**src/rtl/fst_pkg.sv**
```systemverilog
package fst_pkg;
  typedef enum logic {OP_PROG = 1'b0, OP_ERASE = 1'b1} fst_op_e;

  localparam int STAT_W      = 32;
  localparam int BIT_BUSY    = 0;
  localparam int BIT_PG      = 2;
  localparam int BIT_PGA     = 3;
  localparam int BIT_WP      = 4;
  localparam int BIT_END     = 5;
  localparam int BIT_SLEEP   = 15;
  localparam int N_FLAGS     = 4;
  localparam int N_ERR       = 3;
  localparam logic [1:0] SIZE_WORD = 2'd2;
endpackage

```
**src/rtl/fst_check.sv**
```systemverilog
module fst_check
  import fst_pkg::*;
#(
  parameter int DATA_W = 16
) (
  input  fst_op_e           op,
  input  logic              prot,
  input  logic              misalign,
  input  logic [DATA_W-1:0] cur_data,
  output logic [N_ERR-1:0]  err
);
  localparam logic [DATA_W-1:0] ERASED = {DATA_W{1'b1}};

  logic is_prog;
  assign is_prog = (op == OP_PROG);

  always_comb begin
    err    = '0;
    err[2] = prot;
    err[1] = is_prog && misalign;
    err[0] = is_prog && (cur_data != ERASED);
  end
endmodule

```
**src/rtl/fst_seq.sv**
```systemverilog
module fst_seq (
  input  logic clk,
  input  logic rst,
  input  logic req_valid,
  input  logic err_any,
  input  logic array_done,
  output logic busy,
  output logic array_start,
  output logic take_err,
  output logic finish
);
  logic take_ok;

  assign take_err = req_valid && !busy && err_any;
  assign take_ok  = req_valid && !busy && !err_any;
  assign finish   = busy && array_done;

  always_ff @(posedge clk) begin
    if (rst) begin
      busy        <= 1'b0;
      array_start <= 1'b0;
    end else begin
      array_start <= take_ok;
      if (finish)       busy <= 1'b0;
      else if (take_ok) busy <= 1'b1;
    end
  end

  a_r2_start_only_when_busy: assert property (@(posedge clk) disable iff (rst)
    array_start |-> busy);
  a_r3_done_drops_busy: assert property (@(posedge clk) disable iff (rst)
    busy && array_done |=> !busy);
  a_r8_busy_holds: assert property (@(posedge clk) disable iff (rst)
    busy && !array_done |=> busy && !array_start);
  a_r4_abort_no_start: assert property (@(posedge clk) disable iff (rst)
    req_valid && !busy && err_any |=> !busy && !array_start);
endmodule

```
**src/rtl/fst_regs.sv**
```systemverilog
module fst_regs
  import fst_pkg::*;
#(
  parameter int          ADDR_W   = 8,
  parameter logic [ADDR_W-1:0] STAT_OFF = 'h0C
) (
  input  logic              clk,
  input  logic              rst,
  input  logic [N_ERR-1:0]  set_err,
  input  logic              set_end,
  input  logic              busy,
  input  logic              sleep_in,
  input  logic [ADDR_W-1:0] bus_addr,
  input  logic [1:0]        bus_size,
  input  logic              bus_wr,
  input  logic              bus_rd,
  input  logic [STAT_W-1:0] bus_wdata,
  output logic [STAT_W-1:0] bus_rdata
);
  logic [N_FLAGS-1:0] flags;
  logic [N_FLAGS-1:0] set_v, clr_v;
  logic               sleep_q, hit;
  logic [STAT_W-1:0]  status;
  logic               unused_wdata;

  assign unused_wdata = ^{bus_wdata[STAT_W-1:BIT_END+1], bus_wdata[BIT_PG-1:0]};
  assign hit   = (bus_size == SIZE_WORD) && (bus_addr == STAT_OFF);
  assign set_v = {set_end, set_err};
  assign clr_v = (bus_wr && hit) ? bus_wdata[BIT_END:BIT_PG] : '0;

  always_comb begin
    status                   = '0;
    status[BIT_BUSY]         = busy;
    status[BIT_END:BIT_PG]   = flags;
    status[BIT_SLEEP]        = sleep_q;
  end

  always_ff @(posedge clk) begin
    if (rst) begin
      flags     <= '0;
      sleep_q   <= 1'b0;
      bus_rdata <= '0;
    end else begin
      flags     <= (flags & ~clr_v) | set_v;
      sleep_q   <= sleep_in;
      bus_rdata <= (bus_rd && hit) ? status : '0;
    end
  end

  a_r9_set_beats_clear: assert property (@(posedge clk) disable iff (rst)
    set_end |=> flags[N_FLAGS-1]);
  a_r11_reserved_zero: assert property (@(posedge clk) disable iff (rst)
    bus_rdata[31:16] == '0 && bus_rdata[14:6] == '0 && !bus_rdata[1]);
  a_r10_narrow_write_ignored: assert property (@(posedge clk) disable iff (rst)
    bus_wr && bus_size != SIZE_WORD && set_v == '0 |=> flags == $past(flags));
endmodule

```
**src/rtl/fst_status_tracker.sv**
```systemverilog
module fst_status_tracker
  import fst_pkg::*;
#(
  parameter int DATA_W = 16,
  parameter int ADDR_W = 8
) (
  input  logic              clk,
  input  logic              rst,
  input  logic              req_valid,
  input  logic              req_op,
  input  logic              req_protected,
  input  logic              req_misaligned,
  input  logic [DATA_W-1:0] req_cur_data,
  input  logic              array_done,
  input  logic              flash_sleep,
  input  logic [ADDR_W-1:0] bus_addr,
  input  logic [1:0]        bus_size,
  input  logic              bus_wr,
  input  logic              bus_rd,
  input  logic [31:0]       bus_wdata,
  output logic [31:0]       bus_rdata,
  output logic              busy,
  output logic              array_start
);
  logic [N_ERR-1:0] err;
  logic             take_err, finish;

  fst_check #(.DATA_W(DATA_W)) u_check (
    .op(fst_op_e'(req_op)), .prot(req_protected), .misalign(req_misaligned),
    .cur_data(req_cur_data), .err(err)
  );

  fst_seq u_seq (
    .clk(clk), .rst(rst), .req_valid(req_valid), .err_any(|err),
    .array_done(array_done), .busy(busy), .array_start(array_start),
    .take_err(take_err), .finish(finish)
  );

  fst_regs #(.ADDR_W(ADDR_W), .STAT_OFF(ADDR_W'('h0C))) u_regs (
    .clk(clk), .rst(rst), .set_err(take_err ? err : '0), .set_end(finish),
    .busy(busy), .sleep_in(flash_sleep), .bus_addr(bus_addr),
    .bus_size(bus_size), .bus_wr(bus_wr), .bus_rd(bus_rd),
    .bus_wdata(bus_wdata), .bus_rdata(bus_rdata)
  );
endmodule

```
**config.mk**
```make
export PLATFORM = sky130hd
export DESIGN_NAME = fst_status_tracker
export DESIGN_NICKNAME = d
export VERILOG_FILES = /design/src/rtl/fst_pkg.sv /design/src/rtl/fst_check.sv /design/src/rtl/fst_seq.sv /design/src/rtl/fst_regs.sv /design/src/rtl/fst_status_tracker.sv
export SDC_FILE = /design/constraint.sdc
export NUM_CORES = 1
export LEC_CHECK = 0
export BUFFER_PORTS_ARGS = -buffer_cell sky130_fd_sc_hd__buf_4
export CAP_MARGIN = 15
export CORE_MARGIN = 3
export CORE_UTILIZATION = 32
export DETAILED_ROUTE_END_ITERATION = 8
export GPL_TIMING_DRIVEN = 0
export PLACE_DENSITY_LB_ADDON = 0.25
export SLEW_MARGIN = 15
export SYNTH_ARGS = -nofsm -noshare
export SYNTH_HDL_FRONTEND = slang
export SYNTH_SLANG_ARGS = --single-unit
export TNS_END_PERCENT = 100
```
**constraint.sdc**
```tcl
create_clock -name clk -period 1.9 [get_ports clk]
set_input_delay 0.19 -clock clk [delete_from_list [all_inputs] [get_ports clk]]
set_output_delay 0.19 -clock clk [all_outputs]
set_load 0.01 [all_outputs]
```
==> results.ini, run 1 <==
[floorplan]
io_pins = 102
rows = 16
die_y_microns = 54.3
die_w_microns = 54.3
die_area_sq_um = 2950
core-area_sq_um = 2080
start_util_pct = 35.9

[global_routing]
grt_overflow = 0
grt_max_degree = 10
grt_use_total_pct = 12.8
grt_antenna_before_repair = 0
grt_pass1_wl_microns = 2690
grt_pass1_vias = 722

[timing]
period_share_pct = 65.8
setup_tns_ns = 0
max_freq_mhz = 800
slew_viol_final = 0
fin_crit_ns = 1.25
fin_worst_skew_ns = 0.00547
whs_ns = 0.105
setup_viol_count_final = 0
rsz0062_at_grt = false
hold_viol = 0

[route]
via_per_inst = 4.09
drt_pre_antenna_iters = 4
drc_errors = 0
finalWirelength_microns = 1820
wl_per_cell_microns = 9.89
ant_nets = 0
num_vias = 753
drt_iter0_markers = 9

[layout]
fin_nets = 226
fillers = 191
n_antenna_cell = 0
postLayoutCellArea_sq_um = 1250
layout_common_cells = buf_4 (72), conb_1 (26), dfxtp_1 (13), and2_1 (7), nand2_1 (5)
final_common_cell = buf_4
area_delta_synth_final_pct = 66.8
drive_gt1_share_pct = 50.3

[clock_tree]
htreeDepth = 1
cts_buffers = 3
clkSinkCount = 13
cts_root_buf = clkbuf_4
clock_path_buffers = 2
cts_tree = yes
cts.clk_slew.worst_paths_ns = 0.07
cts_setup_buffers = 0
clk_latency_ns = 0.28
cts.repair.resized = 0
cts_hold_buf = 0

[logic_synthesis]
synth_cell_types = 20
syn_area_sq_um = 747
avgSynthCellArea_sq_um = 9.11
ys_seq_area_share_pct = 34.8
ys_warn_count = 0
ys_seq_elements = 13
synthCells = 82

[power]
power.density_nw_per_um2 = 489
switching_power_w = 0.000150
internal_power_w = 0.000459
vdd_drop_max_mv = 0.243
p_leak_nw = 0.659
switching_share_pct = 24.6
combPwrFrac_pct = 26.3
power_frac_clock_pct = 27.2
seq_power_share_pct = 46.5

[worst_setup_path]
slowest_stage = or4b_4
crit_chain = buf_4 -> or4b_4 -> nor4_2 -> a311oi_1
reg2reg_depth = 3
cp.arrival_ns = 1.39
cp-end-kind = flip-flop
critPathLaunchType = primary input
max_stage_delay_ns = 0.57
cp_num_buf_inv = 1
critPathRequiredTime_ns = 2.04
worstSetupPathType = primary input to flip-flop
crit_family = simple AND/OR/NAND/NOR gates
crit_cells = 4
worstPathMaxFanout = 3

[outcome]
status = finished, final reports clean

[run]
max_cap_viol_count = 0

[place]
dpl_cell_area_sq_um = 1220
port_buffers = 46
gp_congestion = 0.729

[worst_hold_path]
hp-class = primary input to flip-flop
whs_path_depth = 2

-- worst paths after layout --
kind	start	to	slack, ns
max	bus_addr[1]	u_regs.flags[2]	0.65
min	bus_wdata[5]	u_regs.flags[3]	0.10
max reg2reg	u_seq.busy	u_seq.busy	0.83
min reg2reg	u_regs.sleep_q	u_regs.bus_rdata[15]	0.44
-- state kept, by name (all words and copies together) (netlist names) --
| name | count |
|---|---|
| u_regs.bus_rdata | 6 |
| u_regs.flags | 4 |
| u_regs.sleep_q | 1 |
| u_seq.array_start | 1 |
| u_seq.busy | 1 |
-- per-stage QoR --
step	setup WS [ns]	power [W]	std cells	util, %
floorplan	0.588	0.000378	107	-
finish	0.651	0.000609	184	59.9
detailed placement	0.367	0.000447	180	58.6
global route	0.633	0.000646	184	59.9
CTS	0.664	0.000614	184	59.9
global placement	0.375	0.000445	180	58.6
-- kinds of logic after synthesis --
| group | synth area share [%] |
|---|---|
| other | 0.502 |
| AO/OA/AOI/OAI | 10.2 |
| buffers and inverters | 27.6 |
| AND/OR/NAND/NOR | 26.8 |
| flip-flops | 34.8 |
-- cells in the mapped netlist --
master | count | share of area, %
a21oi_1 | 3 | 2.0
a22o_1 | 1 | 1.2
a311oi_1 | 3 | 3.5
and2_1 | 7 | 5.9
buf_4 | 26 | 26
clkbuf_1 | 1 | 0.50
conb_1 | 1 | 0.50
dfxtp_1 | 13 | 35
inv_1 | 2 | 1.0
nand2_1 | 5 | 2.5
nand2b_1 | 2 | 1.7
nand4_1 | 4 | 3.3
nor2_1 | 1 | 0.50
nor2b_1 | 4 | 3.3
nor4_1 | 2 | 1.7
nor4_2 | 1 | 1.7
nor4_4 | 1 | 2.8
o41ai_1 | 3 | 3.5
or4_4 | 1 | 1.5
or4b_4 | 1 | 1.8
-- metal layers --
layer | vias up | global-route usage (%) | routed length, microns | share of wire [%]
met3 | 5 | 3.81 | 278 | 15
met2 | 54 | 22.9 | 907 | 50
li1 | 387 | - | - | -
met4 | 0 | 7.47 | 39 | 2.1
met5 | - | 0 | 0 | 0
met1 | 307 | 13.1 | 593 | 33
-- power by group through the flow --
stage | clock network, W | logic [W] | registers [W]
floorplan | 0 | 0.0000889 | 0.000289
global placement | 0 | 0.000156 | 0.000289
detailed placement | 0 | 0.000158 | 0.000289
CTS | 0.000173 | 0.000158 | 0.000283
global route | 0.000186 | 0.000176 | 0.000284
finish | 0.000166 | 0.000160 | 0.000283
-- area by class of cell --
cell class / count / area, sq um / area share [%]
multi-input cells: 65 / 374 / 30.0
plain buffers: 27 / 199 / 16.0
repair buffers: 46 / 345 / 27.7
inverters: 2 / 7.51 / 0.602
well taps: 27 / 33.8 / 2.71
flip-flops and latches: 13 / 260 / 20.9
clock buffers: 4 / 26.3 / 2.11
Note: power is estimated with default switching activity, not from simulation.
==> inputs of run 2 (changes only) <==
Settings changed: CORE_UTILIZATION 32 to 30.
Clock period 1.9 ns to 1.2 ns, I/O delays scaled along.
==> results.ini, run 2 (synthesis gave the netlist of run 1 again) <==
[outcome]
status = finished, final reports clean

[worst_setup_path]
rrSetupSlack_ns = 0.11
critPathLaunchType = primary input
worstPathMaxFanout = 6
critPathRequiredTime_ns = 1.41
reg2reg_depth = 3
cp-end-kind = flip-flop
crit-reg2reg-launch = u_seq.busy
r2r-end = u_seq.busy
worstSetupPathType = primary input to flip-flop
cp.arrival_ns = 1.35

[run]
max_cap_viol_count = 0

[clock_tree]
htreeDepth = 1
clk_latency_ns = 0.27
cts.clk_slew.worst_paths_ns = 0.07
cts_root_buf = clkbuf_4
clkSinkCount = 13
clock_path_buffers = 2
cts_tree = yes
cts_buffers = 3

[route]
wl_per_cell_microns = 10.2
ant_nets = 0
finalWirelength_microns = 1880
drc_errors = 0
via_per_inst = 4.05
drt_pre_antenna_iters = 3
num_vias = 749
drt_iter0_markers = 8

[place]
dpl_cell_area_sq_um = 1240
port_buffers = 46
gp_congestion = 0.666
dp_hpwl_microns = 1710

[floorplan]
die_w_microns = 55.9
die_y_microns = 55.9
start_util_pct = 32.5
io_pins = 102
die_area_sq_um = 3120
core-area_sq_um = 2300
rows = 17

[layout]
multiInputGateArea_sq_um = 393
fin_nets = 226
final_common_cell = buf_4
seqCellArea_sq_um = 260
postLayoutCellArea_sq_um = 1270
layout_common_cells = buf_4 (72), conb_1 (26), dfxtp_1 (13), and2_1 (7), nand2_1 (5)
fillers = 214
largest_register_ffs = 6
reg_top3 = u_regs.bus_rdata x6, u_regs.flags x4
largest_register = u_regs.bus_rdata
area_delta_synth_final_pct = 69.5
n_antenna_cell = 0
drive_gt1_share_pct = 51.6

[power]
vdd_drop_max_mv = 0.631
power.density_nw_per_um2 = 765
p_total_w = 0.000968
p_leak_nw = 0.667

[global_routing]
grt_max_degree = 10
grt_pass1_wl_microns = 3010
grt_antenna_before_repair = 0
grt_overflow = 0
grt_use_total_pct = 11.9
grt_pass1_vias = 796

[timing]
setup_viol_count_final = 0
slew_viol_final = 0
hold_viol = 0
max_freq_mhz = 881
fin_crit_ns = 1.14
fin_worst_skew_ns = 0.000424
period_share_pct = 94.6
setup_tns_ns = 0
rsz0062_at_grt = false

[worst_hold_path]
whs_path_depth = 2
hold_start = bus_wdata[5]
holdPathEnd = u_regs.flags[3]
hp-class = primary input to flip-flop

==> run 2: worst max path at each step <==
stage	endpoint	from	slack [ns]
after CTS	u_regs.bus_rdata[15]	bus_addr[1]	0.06
after global placement	u_regs.bus_rdata[15]	bus_addr[1]	-0.21
after global routing	u_seq.busy	u_seq.busy	0.0007
after floorplan	u_regs.flags[0]	bus_addr[1]	-0.02
final	u_regs.bus_rdata[15]	bus_addr[1]	0.06
after detailed placement	u_regs.bus_rdata[15]	bus_addr[1]	-0.22
==> run 2: timing repair <==
action                     in CTS  in global routing
setup endpoints to repair       0                  1
gates resized for setup         0                  1
hold buffers                    0                  0
setup buffers                   0                  0
==> run 2: layer usage <==
| layer | track usage [%] | share of wire, % |
|---|---|---|
| met4 | 3.05 | 0.42 |
| met2 | 23.0 | 52 |
| met5 | 0 | 0 |
| met3 | 4.64 | 13 |
| met1 | 11.6 | 34 |
==> run 2: critical path, stage by stage <==
cell,delay (ns)
buf_4,0.11
or4b_4,0.58
nor4_4,0.37
and2_1,0.17
==> run 2: report_power, final <==
part | internal [W] | total, W | switching [W] | leakage [nW]
clock | 0.000129 | 0.000259 | 0.000131 | 0.0150
combinational | 0.000157 | 0.000260 | 0.000103 | 0.546
sequential | 0.000442 | 0.000449 | 0.00000648 | 0.106
==> run 2: stage by stage <==
step	hold slack (ns)	cells	util, %	setup WS [ns]
after floorplan	0.225	107	-	-0.0242
after global placement	0.316	181	53.9	-0.205
after detailed placement	0.324	181	53.9	-0.221
after CTS	0.0338	185	55.0	0.0577
after global routing	0.0252	185	55.1	0.000679
final	0.0412	185	55.1	0.0644
==> run 2: area by class of cell <==
type	count	share of cell area, %
multi-input combinational	65	31.0
sequential	13	20.6
timing repair buffer	46	27.3
inverter	2	0.593
clock buffer	4	2.08
buffer	27	15.7
tap	28	2.77
